$ cat config.mk
export PLATFORM = sky130hd
export DESIGN_NAME = moesi_line_ctrl
export DESIGN_NICKNAME = d
export VERILOG_FILES = /design/src/rtl/moesi_pkg.sv /design/src/rtl/moesi_cpu_path.sv /design/src/rtl/moesi_snoop_path.sv /design/src/rtl/moesi_line_ctrl.sv
export SDC_FILE = /design/constraint.sdc
export NUM_CORES = 1
export LEC_CHECK = 0
export CORE_AREA = 8 8 45 47
export DETAILED_ROUTE_END_ITERATION = 16
export DIE_AREA = 0 0 53 55
export GPL_TIMING_DRIVEN = 0
export SETUP_SLACK_MARGIN = 0.5
export SYNTH_ARGS = -nofsm -noshare
export SYNTH_HDL_FRONTEND = slang
export SYNTH_SLANG_ARGS = --single-unit
$ cat constraint.sdc
create_clock -name clk -period 2 [get_ports clk]
set_input_delay 0.3 -clock clk [delete_from_list [all_inputs] [get_ports clk]]
set_output_delay 0.3 -clock clk [all_outputs]
set_load 0.05 [all_outputs]
$ cat src/rtl/moesi_pkg.sv
`timescale 1ns/1ps
package moesi_pkg;
  localparam int ST_W  = 3;
  localparam int CPU_W = 2;
  localparam int SNP_W = 3;
  localparam int CMD_W = 2;

  typedef enum logic [ST_W-1:0] {
    ST_I = 3'd0, ST_S = 3'd1, ST_E = 3'd2, ST_O = 3'd3, ST_M = 3'd4
  } line_st_e;

  typedef enum logic [CPU_W-1:0] {
    CPU_IDLE = 2'd0, CPU_LOAD = 2'd1, CPU_STORE = 2'd2, CPU_EVICT = 2'd3
  } cpu_op_e;

  typedef enum logic [SNP_W-1:0] {
    SNP_IDLE = 3'd0, SNP_READ = 3'd1, SNP_PERM = 3'd2, SNP_RDX = 3'd3, SNP_WBACK = 3'd4
  } snp_op_e;

  typedef enum logic [CMD_W-1:0] {
    BUS_NONE = 2'd0, BUS_READ = 2'd1, BUS_PERM = 2'd2, BUS_RDX = 2'd3
  } bus_cmd_e;

  function automatic logic is_dirty(line_st_e s);
    return (s == ST_M) || (s == ST_O);
  endfunction

  function automatic logic is_valid(line_st_e s);
    return s != ST_I;
  endfunction
endpackage

$ cat src/rtl/moesi_cpu_path.sv
`timescale 1ns/1ps
module moesi_cpu_path
  import moesi_pkg::*;
(
  input  line_st_e cur,
  input  cpu_op_e  op,
  input  logic     enable,
  input  logic     shared_seen,
  output line_st_e nxt,
  output bus_cmd_e cmd,
  output logic     wb
);
  function automatic line_st_e miss_fill(logic shr);
    return shr ? ST_S : ST_E;
  endfunction

  always_comb begin
    nxt = cur;
    cmd = BUS_NONE;
    wb  = 1'b0;
    if (enable) begin
      unique case (op)
        CPU_LOAD: begin
          if (!is_valid(cur)) begin
            cmd = BUS_READ;
            nxt = miss_fill(shared_seen);
          end
        end
        CPU_STORE: begin
          unique case (cur)
            ST_I: begin cmd = BUS_RDX;  nxt = ST_M; end
            ST_S, ST_O: begin cmd = BUS_PERM; nxt = ST_M; end
            ST_E: nxt = ST_M;
            default: nxt = cur;
          endcase
        end
        CPU_EVICT: begin
          wb  = is_dirty(cur);
          nxt = ST_I;
        end
        default: nxt = cur;
      endcase
    end
  end
endmodule

$ cat src/rtl/moesi_snoop_path.sv
`timescale 1ns/1ps
module moesi_snoop_path
  import moesi_pkg::*;
(
  input  line_st_e cur,
  input  snp_op_e  op,
  output line_st_e nxt,
  output logic     active,
  output logic     assert_shr,
  output logic     supply
);
  assign active = (op != SNP_IDLE);

  always_comb begin
    nxt        = cur;
    assert_shr = 1'b0;
    supply     = 1'b0;
    unique case (op)
      SNP_READ: begin
        assert_shr = is_valid(cur);
        supply     = is_dirty(cur);
        if (cur == ST_M) nxt = ST_O;
        else if (cur == ST_E) nxt = ST_S;
      end
      SNP_PERM: nxt = ST_I;
      SNP_RDX: begin
        supply = is_dirty(cur);
        nxt    = ST_I;
      end
      default: nxt = cur;
    endcase
  end
endmodule

$ cat src/rtl/moesi_line_ctrl.sv
`timescale 1ns/1ps
module moesi_line_ctrl
  import moesi_pkg::*;
(
  input  logic             clk,
  input  logic             rst_n,
  input  logic [CPU_W-1:0] cpu_op,
  input  logic [SNP_W-1:0] snp_op,
  input  logic             shr_in,
  output logic [ST_W-1:0]  state,
  output logic [CMD_W-1:0] bus_cmd,
  output logic             shr_out,
  output logic             inhibit_mem,
  output logic             wb_req,
  output logic             cpu_ready
);
  line_st_e st_q, st_d, cpu_nxt, snp_nxt;
  bus_cmd_e cpu_cmd;
  cpu_op_e  cpu_e;
  snp_op_e  snp_e;
  logic     snoop_wins, cpu_wb, snp_shr, snp_supply;

  assign cpu_e = cpu_op_e'(cpu_op);
  assign snp_e = snp_op_e'(snp_op);

  moesi_snoop_path u_snp (
    .cur(st_q), .op(snp_e), .nxt(snp_nxt), .active(snoop_wins),
    .assert_shr(snp_shr), .supply(snp_supply)
  );

  moesi_cpu_path u_cpu (
    .cur(st_q), .op(cpu_e), .enable(!snoop_wins), .shared_seen(shr_in),
    .nxt(cpu_nxt), .cmd(cpu_cmd), .wb(cpu_wb)
  );

  assign st_d = snoop_wins ? snp_nxt : cpu_nxt;

  always_ff @(posedge clk) begin
    if (!rst_n) st_q <= ST_I;
    else        st_q <= st_d;
  end

  assign state       = st_q;
  assign bus_cmd     = rst_n ? cpu_cmd : BUS_NONE;
  assign shr_out     = rst_n & snp_shr;
  assign inhibit_mem = rst_n & snp_supply;
  assign wb_req      = rst_n & cpu_wb;
  assign cpu_ready   = rst_n & !snoop_wins;

  // read miss chooses Exclusive or Shared from the sampled shared line
  a_r2_miss_fill: assert property (@(posedge clk) disable iff (!rst_n)
    (st_q == ST_I && cpu_ready && cpu_e == CPU_LOAD)
      |=> (state == (($past(shr_in)) ? ST_S : ST_E)));

  // store in Exclusive is silent and lands in Modified
  a_r3_silent_upgrade: assert property (@(posedge clk) disable iff (!rst_n)
    (st_q == ST_E && cpu_ready && cpu_e == CPU_STORE)
      |-> (bus_cmd == BUS_NONE) ##1 (state == ST_M));

  // every store that is accepted ends in Modified
  a_r4_store_to_m: assert property (@(posedge clk) disable iff (!rst_n)
    (cpu_ready && cpu_e == CPU_STORE) |=> (state == ST_M));

  // snooped read of a Modified line makes it the owner, no write-back
  a_r6_m_to_owner: assert property (@(posedge clk) disable iff (!rst_n)
    (st_q == ST_M && snp_e == SNP_READ) |-> (shr_out && inhibit_mem && !wb_req) ##1 (state == ST_O));

  // invalidating snoops leave the line Invalid
  a_r8_invalidate: assert property (@(posedge clk) disable iff (!rst_n)
    (snp_e == SNP_PERM || snp_e == SNP_RDX) |=> (state == ST_I));

  // only a dirty line takes the data phase from memory
  a_r7_supply_dirty: assert property (@(posedge clk) disable iff (!rst_n)
    inhibit_mem |-> (state == ST_M || state == ST_O));

  // write-back only for dirty evictions, and the line is then Invalid
  a_r9_wb_dirty: assert property (@(posedge clk) disable iff (!rst_n)
    wb_req |-> (state == ST_M || state == ST_O) ##1 (state == ST_I));

  // a snoop blocks the processor side completely
  a_r10_snoop_first: assert property (@(posedge clk) disable iff (!rst_n)
    (snp_e != SNP_IDLE) |-> (!cpu_ready && bus_cmd == BUS_NONE && !wb_req));

  // a snooped write-back leaves the state alone
  a_r11_wback_quiet: assert property (@(posedge clk) disable iff (!rst_n)
    (snp_e == SNP_WBACK) |=> $stable(state));
endmodule

==> flow_summary.ini <==
[outcome]
status = completed

[sta]
maxSlewHeadroom = 0.672
rsz0062_at_grt = yes
min_period_over_period = 0.813
skew_ps = 5.12
drv_slew = 0
period_minus_slack_ps = 1630
tightest_slew_ps = 493
fmax_ghz = 0.615
hold_viol = 0
tns_ps = 0
finalSetupViolCount = 0

[route]
drc = 0
routed_via_density = 4.97
wirelength_mm = 1.15
ant_nets = 0
drt_iter0_drc = 4
drt_first_pass_iters = 5
avgRoutedWirePerCell_um = 13.1
via_count = 437

[logic_synthesis]
synth.mux.area_fraction = 0.0863
synth_top_family_by_area = simple AND/OR/NAND/NOR gates
yosys_warnings = 0
yosys.area_share.simple = 0.388
synthXorXnorAreaFrac = 0.0252
syn_nets = 56
seq_area_frac_synth = 0.173
synth_top_area_frac = 0.173
synth_compound_area_frac = 0.155
async_flop_share = 0
netlist_area_um2 = 348
synth_most_common_cell = nand2_1
avgSynthCellArea_um2 = 7.73
yosys.cell_types.count = 22
syn_inst = 45
synthTopCellsByArea = dfxtp_1 (17%), ha_1 (11%), mux2i_1 (8.6%), nand2_1 (7.6%), nor3_1 (5.8%)
synth_top_cells_by_count = nand2_1 (7), nor3_1 (4)
synth_edf_count = 0
ys_ff_latch = 3
ys.flop_type = dfxtp_1
synth_largest_area_cell = dfxtp_1
synthAdderAreaFrac = 0.108

[floorplan]
core_um2 = 1380
row_count = 14
die_y_um = 55
die-width_um = 53
io_pins = 17
start_util = 0.251
dieArea_um2 = 2920

[finish]
final_util = 0.523
drive_gt1_frac = 0.542
area_growth_pct = 108
fin_nets = 84
largest_reg_flops = 3
diodes = 0

[power]
pwr-share-seq = 0.258
power_frac_clock = 0.452
leakage_nw = 0.325
power.switching_mw = 0.0763
p_sw_frac = 0.319
p_per_area_nw_per_um2 = 331
ir_drop_uv = 197
p_int_mw = 0.163
p_comb_frac = 0.290

[cts]
clk_root_buffer_cell = clkbuf_4
htreeDepth = 1
clkTransAtPathRegs_ps = 40
cts_buffers = 3
cts_hold_buf = 0
cts_max_path_buffers = 2
cts_tree = built
numClockSinks = 3
clk_latency_ps = 240

[placement]
gp_congestion = 0.711
portBuffers = 16
hpwl_um = 797

[setup_path]
critical_path_class = reg2out
cp_max_fo = 5
crit_arrival_ps = 1330
reg2reg_from = state[2]$_SDFFE_PN0P_
end_kind = output port
cp.required_ps = 1700
r2r_end = state[1]$_SDFFE_PN0P_
startpoint_type = flop
r2r_cells = 7
reg2reg_slack_ps = 410

[global_routing]
grt_pass1_wl_mm = 1.80
overflow = 0
grt_pass1_vias = 413
grt_max_degree = 10
grt_usage = 0.0849
grt_antenna_before_repair = 0

[worst_hold_path]
hold_depth = 3
hold_class = in2reg
hold_end = state[2]$_SDFFE_PN0P_
holdCritStartpoint = rst_n

[flow_run]
cap_violations = 0
-- per-layer routing --
layer | GRT usage | wire [µm] | up-vias
met5 | 0 | 0 | -
met4 | 0.0647 | 12 | 0
met3 | 0.0294 | 109 | 2
met2 | 0.141 | 566 | 12
met1 | 0.0872 | 461 | 205
li1 | - | - | 218
-- cell usage in the layout, fill, tap and decap left out, drive strengths merged --
cell type      netlist  routed
a211o                1       1
a211oi               1       1
a21oi                2       2
and3                 2       2
buf                  1      18
clkbuf               0       4
clkdlybuf4s15        0       2
clkdlybuf4s50        0       1
dfxtp                3       3
dlygate4sd2          0       3
ha                   3       3
inv                  3       3
mux2i                3       3
nand2                7       7
nand3b               1       1
nand4bb              1       1
nor2                 2       2
nor2b                2       2
nor3                 4       4
nor3b                2       2
nor4b                1       1
o211a                1       1
o211ai               1       1
o21ai                2       2
or4                  1       1
xnor2                1       1
-- power groups by stage --
stage	sequential (mW)	combinational, mW	clock [mW]
after floorplan	0.0679	0.0329	0
after global placement	0.0640	0.0680	0
after detailed placement	0.0640	0.0687	0
after CTS	0.0615	0.0664	0.108
after global routing	0.0622	0.0757	0.119
final	0.0618	0.0694	0.108
-- area by class of cell --
| cell class | count | area, µm² |
|---|---|---|
| Clock buffer | 4 | 26.3 |
| Timing Repair Buffer | 23 | 206 |
| Fill cell | 119 | 661 |
| Buffer | 1 | 15.0 |
| Tap cell | 16 | 20.0 |
| Inverter | 3 | 11.3 |
| Sequential cell | 3 | 71.3 |
| Multi-Input combinational cell | 38 | 373 |
-- critical path, stage by stage, from the launching register on --
cell     delay, ps
dfxtp_4        340
buf_8          130
nor3_4         190
nand2_1        120
nor3_4         130
buf_6          180
-- worst max path at each step --
stage / cells past startpoint / to / start
detailed placement: 5 / bus_cmd[1] / snp_op[1]
CTS: 5 / bus_cmd[0] / state[2]$_SDFFE_PN0P_
floorplan: 3 / bus_cmd[1] / snp_op[1]
global placement: 5 / bus_cmd[1] / snp_op[1]
finish: 5 / bus_cmd[0] / state[2]$_SDFFE_PN0P_
global route: 5 / bus_cmd[0] / state[2]$_SDFFE_PN0P_
-- metrics by stage --
step / cell area [µm²] / setup slack [ps] / hold WS [ps] / power (mW) / std cells
after global routing: 723 / 304 / 387 / 0.257 / 88
after detailed placement: 591 / -737 / 513 / 0.133 / 77
after CTS: 632 / 352 / 475 / 0.236 / 82
after global placement: 591 / -728 / 520 / 0.132 / 77
final: 723 / 373 / 368 / 0.240 / 88
after floorplan: 410 / -33.4 / 439 / 0.101 / 45
-- logic make-up (layout without fill, tap and decap cells) --
family                     count (synthesis)  count (layout)
AOI/OAI and AO/OA                          8               8
and+or+nand+nor                           23              23
xor gates and xnor gates                   1               1
adders and majority gates                  3               3
muxes                                      3               3
DFF                                        3               3
buffers and inverters                      4              31
-- repair_timing --
item	CTS	global route
hold endpoints to repair	0	0
pin swaps	5	4
setup endpoints to repair	12	11
setup buffers	1	6
gates resized for setup	72	10
Power figures use the tool's default switching activity.
